### config.mk
export PLATFORM = sky130hd
export DESIGN_NAME = smi_cap_gate
export DESIGN_NICKNAME = d
export VERILOG_FILES = /design/src/rtl/smi_pkg.sv /design/src/rtl/smi_req_bytes.sv /design/src/rtl/smi_feat_lock.sv /design/src/rtl/smi_apm_dispatch.sv /design/src/rtl/smi_cap_gate.sv
export SDC_FILE = /design/constraint.sdc
export NUM_CORES = 1
export LEC_CHECK = 0
export BUFFER_PORTS_ARGS = -buffer_cell sky130_fd_sc_hd__buf_4
export CORE_ASPECT_RATIO = 0.75
export CORE_MARGIN = 5
export CORE_UTILIZATION = 54
export CTS_BUF_LIST = sky130_fd_sc_hd__clkbuf_8
export DETAILED_ROUTE_END_ITERATION = 10
export GPL_TIMING_DRIVEN = 0
export PLACE_DENSITY = 0.88
export RECOVER_POWER = 25
export SYNTH_ARGS = -nofsm -noshare
export SYNTH_HDL_FRONTEND = slang
export SYNTH_HIERARCHICAL = 1
export SYNTH_SLANG_ARGS = --single-unit
### constraint.sdc
create_clock -name clk -period 5 [get_ports clk]
set_clock_uncertainty 0.2 [all_clocks]
set_input_delay 0.25 -clock clk [delete_from_list [all_inputs] [get_ports clk]]
set_output_delay 0.25 -clock clk [all_outputs]
set_load 0.05 [all_outputs]
### src/rtl/smi_pkg.sv
// Shared constants and the request validation rule for the SMI capability lock.
// Assumes a feature mask that is a whole number of bytes.
package smi_pkg;
    parameter int FEAT_W  = 64;
    parameter int N_BYTES = FEAT_W / 8;
    parameter int IDX_W   = $clog2(N_BYTES);

    // Bit positions that firmware decodes
    parameter int FEAT_BCAST = 0;
    parameter int FEAT_HP    = 1;
    parameter int FEAT_HU    = 2;

    // True when a request is a subset of host features and obeys the dependency rules
    function automatic logic feat_req_ok(input logic [FEAT_W-1:0] req,
                                         input logic [FEAT_W-1:0] host);
        logic subset_ok;
        logic hp_any;
        subset_ok = ((req & ~host) == '0);
        hp_any    = req[FEAT_HP] | req[FEAT_HU];
        return subset_ok && (!hp_any || req[FEAT_BCAST]) &&
               (!req[FEAT_HU] || req[FEAT_HP]);
    endfunction
endpackage

### src/rtl/smi_req_bytes.sv
// Requested-feature mask held as byte registers, written one byte per cycle.
// Assumes byte index 0 holds the least significant byte (little-endian).
module smi_req_bytes
    import smi_pkg::*;
(
    input  logic              clk,
    input  logic              rst_n,
    input  logic              wr_i,
    input  logic [IDX_W-1:0]  idx_i,
    input  logic [7:0]        byte_i,
    output logic [FEAT_W-1:0] mask_o
);
    for (genvar b = 0; b < N_BYTES; b++) begin : g_byte
        logic [7:0] byte_q;
        // Hold one byte of the request; replace it when addressed
        always_ff @(posedge clk) begin
            if (!rst_n) begin
                byte_q <= '0;
            end else if (wr_i && (idx_i == IDX_W'(b))) begin
                byte_q <= byte_i;
            end
        end
        assign mask_o[8*b +: 8] = byte_q;
    end
endmodule

### src/rtl/smi_feat_lock.sv
// One-shot lock: validates the current request on a confirm write and freezes it.
// Assumes the host mask is static while out of reset.
module smi_feat_lock
    import smi_pkg::*;
(
    input  logic              clk,
    input  logic              rst_n,
    input  logic              ok_wr_i,
    input  logic [FEAT_W-1:0] req_i,
    input  logic [FEAT_W-1:0] host_i,
    output logic              locked_o,
    output logic [FEAT_W-1:0] neg_o
);
    logic take;

    // Lock only when not yet locked and the request passes every rule
    assign take = ok_wr_i && !locked_o && feat_req_ok(req_i, host_i);

    // Latch the negotiated set and the lock flag exactly once
    always_ff @(posedge clk) begin
        if (!rst_n) begin
            locked_o <= 1'b0;
            neg_o    <= '0;
        end else if (take) begin
            locked_o <= 1'b1;
            neg_o    <= req_i;
        end
    end
endmodule

### src/rtl/smi_apm_dispatch.sv
// Decodes command port writes: ACPI on/off commands, otherwise SMI pulses.
// Assumes cur_cpu_i indexes a CPU below NUM_CPUS; other values pulse nobody.
module smi_apm_dispatch #(
    parameter int         NUM_CPUS     = 4,
    parameter int         CPU_W        = 2,
    parameter logic [7:0] ACPI_ON_CMD  = 8'hE1,
    parameter logic [7:0] ACPI_OFF_CMD = 8'hE0
) (
    input  logic                clk,
    input  logic                rst_n,
    input  logic                wr_i,
    input  logic [7:0]          cmd_i,
    input  logic                apmc_en_i,
    input  logic [CPU_W-1:0]    cpu_i,
    input  logic                bcast_i,
    output logic                acpi_en_o,
    output logic [NUM_CPUS-1:0] smi_o
);
    logic is_on, is_off, fire;
    logic [NUM_CPUS-1:0] smi_d;

    assign is_on  = (cmd_i == ACPI_ON_CMD);
    assign is_off = (cmd_i == ACPI_OFF_CMD);
    assign fire   = wr_i && apmc_en_i && !is_on && !is_off;

    for (genvar c = 0; c < NUM_CPUS; c++) begin : g_cpu
        assign smi_d[c] = fire && (bcast_i || (cpu_i == CPU_W'(c)));
    end

    // Track the ACPI enable state from the two reserved commands
    always_ff @(posedge clk) begin
        if (!rst_n) begin
            acpi_en_o <= 1'b0;
        end else if (wr_i && is_on) begin
            acpi_en_o <= 1'b1;
        end else if (wr_i && is_off) begin
            acpi_en_o <= 1'b0;
        end
    end

    // Register the SMI pulses so each lasts one cycle per write
    always_ff @(posedge clk) begin
        if (!rst_n) begin
            smi_o <= '0;
        end else begin
            smi_o <= smi_d;
        end
    end
endmodule

### src/rtl/smi_cap_gate.sv
// Top: request bytes, one-shot validated lock, and APM command to SMI dispatch.
// Assumes host_caps_i is static after reset; CPU interrupt delivery is external.
module smi_cap_gate
    import smi_pkg::*;
#(
    parameter int         NUM_CPUS     = 4,
    parameter int         CPU_W        = (NUM_CPUS > 1) ? $clog2(NUM_CPUS) : 1,
    parameter logic [7:0] ACPI_ON_CMD  = 8'hE1,
    parameter logic [7:0] ACPI_OFF_CMD = 8'hE0
) (
    input  logic                clk,
    input  logic                rst_n,
    input  logic [FEAT_W-1:0]   host_caps_i,
    input  logic                req_wr_i,
    input  logic [IDX_W-1:0]    req_idx_i,
    input  logic [7:0]          req_byte_i,
    input  logic                ok_wr_i,
    input  logic                apm_wr_i,
    input  logic [7:0]          apm_cmd_i,
    input  logic                apmc_en_i,
    input  logic [CPU_W-1:0]    cur_cpu_i,
    output logic [FEAT_W-1:0]   req_mask_o,
    output logic                feat_ok_o,
    output logic [FEAT_W-1:0]   negotiated_o,
    output logic                acpi_en_o,
    output logic [NUM_CPUS-1:0] smi_o
);
    smi_req_bytes u_req (
        .clk    (clk),
        .rst_n  (rst_n),
        .wr_i   (req_wr_i),
        .idx_i  (req_idx_i),
        .byte_i (req_byte_i),
        .mask_o (req_mask_o)
    );

    smi_feat_lock u_lock (
        .clk      (clk),
        .rst_n    (rst_n),
        .ok_wr_i  (ok_wr_i),
        .req_i    (req_mask_o),
        .host_i   (host_caps_i),
        .locked_o (feat_ok_o),
        .neg_o    (negotiated_o)
    );

    smi_apm_dispatch #(
        .NUM_CPUS     (NUM_CPUS),
        .CPU_W        (CPU_W),
        .ACPI_ON_CMD  (ACPI_ON_CMD),
        .ACPI_OFF_CMD (ACPI_OFF_CMD)
    ) u_apm (
        .clk       (clk),
        .rst_n     (rst_n),
        .wr_i      (apm_wr_i),
        .cmd_i     (apm_cmd_i),
        .apmc_en_i (apmc_en_i),
        .cpu_i     (cur_cpu_i),
        .bcast_i   (negotiated_o[FEAT_BCAST]),
        .acpi_en_o (acpi_en_o),
        .smi_o     (smi_o)
    );
endmodule

==> results.md <==
- LEAKAGE: 3.38 nW
- Die Width: 128 um
- Tot GR Track Use: 0.334
- Reg power frac: 0.464
- First-pass detailed-route iteration total: 6
- CP endpoint kind: flip-flop
- First-pass GRT wire length: 32300 um
- CP Class: flip-flop to flip-flop
- Outcome: complete, no violations
- Final setup fails: 0
- Synth Area per Inst: 8.85 um^2
- Hold/Removal Path Class: input pin to flip-flop
- WP data arrival: 3510 ps
- Crit-path cells: nor2b_1, a2111oi_0, nand4_1, nor3_1, clkbuf_1, buf_2, nand3_1, a21oi_1
- Fillcell total: 834
- Worst skew pair latency: 430 ps
- Die area: 12600 um^2
- Clock power frac: 0.337
- Critical Path RT: 5140 ps
- CP Max Fanout: 10
- DRC errors left: 0
- Post-Syn Instances: 635
- Mapped cell area: 5620 um^2
- DRT antenna net count: 0
- Fmax achieved: 297 MHz
- Slew Viols, Final: 0
- PwrDens: 311 nW/um^2
- Worst path slowest cell: a2111oi_0
- Final-report hold violation count: 0
- Vias in the first global route: 5796
- Port Buffers: 224
- Slew @ Worst Pin: 756 ps
- Yosys warns: 6
- Buffers and inverters on the worst path: 2
- Clk buf depth: 2
- CP Launch Type: flip-flop
- Antenna diodes: 0
- Total number of vias: 6076
- Asr flop ratio synth: 0
- Hpwl dp: 16200 um
- CTS Buf Count: 17
- Finished Cell Area: 7670 um^2
- Area growth syn-to-layout: 36.4%
- Power Total: 0.00238 W
- Final Cycle Share: 0.673
- Via/cell ratio: 5.86
- Routed wire length: 21800 um
- Number of synthesized register bits: 134
- TNS Setup: 0 ps
- Critical path's top delay family: buffers and inverters
- Slowest Stage Delay on Critical Path: 690 ps
- RD Place Congestion: 0.923
- Comb power frac: 0.199
- Worst reg2reg setup slack: 1640 ps
- GR Overflow Total: 0
- CTS tree: yes
- Post-cts sizing count: 0
- Sw Share: 0.308
- Yosys cell types: 39
- Ports: 225
- Cell Area, Placed: 7470 um^2
- Initial core utilization: 0.551
- Layout cell share with drive strength beyond 1: 0.243
- WL per Instance: 21.0 um
- Register area share after synthesis: 0.477
- Max_cap viols: 0
- Core Area: 10200 um^2
- Minimum clock period: 3360 ps
- Placement Rows: 32
- Most common flop cell mapped by yosys: dfxtp_1
- Die Ht: 98.4 um
- Most common cell after layout, fill and taps aside: buf_4
- Root Buffer Master: clkbuf_8
- Antenna violations before repair: 0
- Clock H-tree levels: 4
- First DRT Iteration DRCs: 784
- Post-synth EDFFs: 0
- Fin nets: 979
- Highest-count cells in the layout ignoring fill and taps: 158 x buf_4, 134 x dfxtp_1, 88 x clkbuf_1
- RSZ-0062 raised after global routing: false
- Switching power: 0.000733 W
- Largest net degree at the start of global routing: 17
- Int Pwr: 0.00165 W
- Slew headroom: 0.483
- Syn_nets: 726
- Area of the multi-input gates: 2550 um^2
- Clock Sinks: 134
- CTS clk-pin slew, worst paths: 70 ps
- FF/Latch Area: 2680 um^2
- Worst vdd ir: 0.194 mV
## metrics by stage
step           utilization  hold slack [ps]  setup slack (ps)  cells
2_1_floorplan            -              191              2470    635
3_3_place_gp         0.732              264              1880    995
3_5_place_dp         0.732              269              1840    995
4_1_cts              0.776              116              1730   1036
5_1_grt              0.751              132              1610   1036
6_report             0.751              150              1640   1036
## path summary, 6_finish.rpt
path	from	end	cells past startpoint
setup / recovery	u_req/g_byte[7].byte_q[0]	u_lock/neg_o[39]	8
hold reg to reg	u_lock/neg_o[63]	u_lock/neg_o[63]	2
hold / removal	req_idx_i[0]	u_req/g_byte[0].byte_q[2]	4
setup reg to reg	u_req/g_byte[7].byte_q[0]	u_lock/neg_o[39]	8
## power groups by stage
stage	combinational (W)	clock [W]	sequential [W]
2_1_floorplan	0.000219	0	0.00118
3_3_place_gp	0.000442	0	0.00113
3_5_place_dp	0.000455	0	0.00113
4_1_cts	0.000462	0.000800	0.00111
5_1_grt	0.000494	0.000857	0.00111
6_report	0.000473	0.000803	0.00111
## cell type report
type | instances | area share
Sequential cell | 134 | 0.350
Multi-Input combinational cell | 418 | 0.332
Timing Repair Buffer | 234 | 0.200
Clock buffer | 20 | 0.0359
Buffer | 50 | 0.0348
Tap cell | 136 | 0.0222
Clock inverter | 11 | 0.00930
Inverter | 33 | 0.0162
## logic make-up (layout without fill, tap and decap cells)
logic type,Yosys count,count (layout),synth area share
compound gates,158,158,0.160
flops,134,134,0.477
mux,64,64,0.114
simple gates,196,196,0.180
buf+inv,83,348,0.0694
## sequential cells by signal (all words and copies together) (netlist names)
signal	cells
u_apm/smi_o	4
u_req/g_byte.byte_q	64
u_apm/acpi_en_o	1
u_lock/neg_o	64
u_lock/locked_o	1
## Yosys cell counts, types with 3 or more instances
cell / number / area (um^2)
inv_1: 33 / 124
a21oi_1: 72 / 360
a2111oi_0: 3 / 26.3
nand2b_1: 6 / 37.5
nor2_1: 5 / 18.8
dfxtp_1: 134 / 2680
buf_2: 18 / 90.1
buf_6: 7 / 78.8
o21ai_1: 60 / 300
buf_1: 3 / 11.3
nand3_1: 64 / 320
nor2b_1: 26 / 163
o21ai_0: 4 / 20.0
nand4b_1: 4 / 35.0
mux2i_1: 64 / 641
clkbuf_1: 21 / 78.8
nand2_1: 75 / 282
o22ai_1: 6 / 37.5
a2111oi_2: 4 / 60.1
## tightest hold or removal path, stage by stage
cell	delay (ps)
buf_4	120
or4b_1	130
buf_6	150
mux2i_1	80
## metal layers
metal  up-vias  routed length, um  global-route usage  part of all wire
met3        53               2820              0.0995              0.13
met1      2865               8270               0.433              0.38
li1       2719                  -                   -                 -
met4         0                559               0.104             0.026
met2       439              10100               0.538              0.46
met5         -                  0                   0                 0
## timing repair
item / CTS / global route
setup buffers: 0 / 0
hold buffers: 10 / 0
endpoints found under the hold margin: 5 / 0
Power figures use the tool's default switching activity.
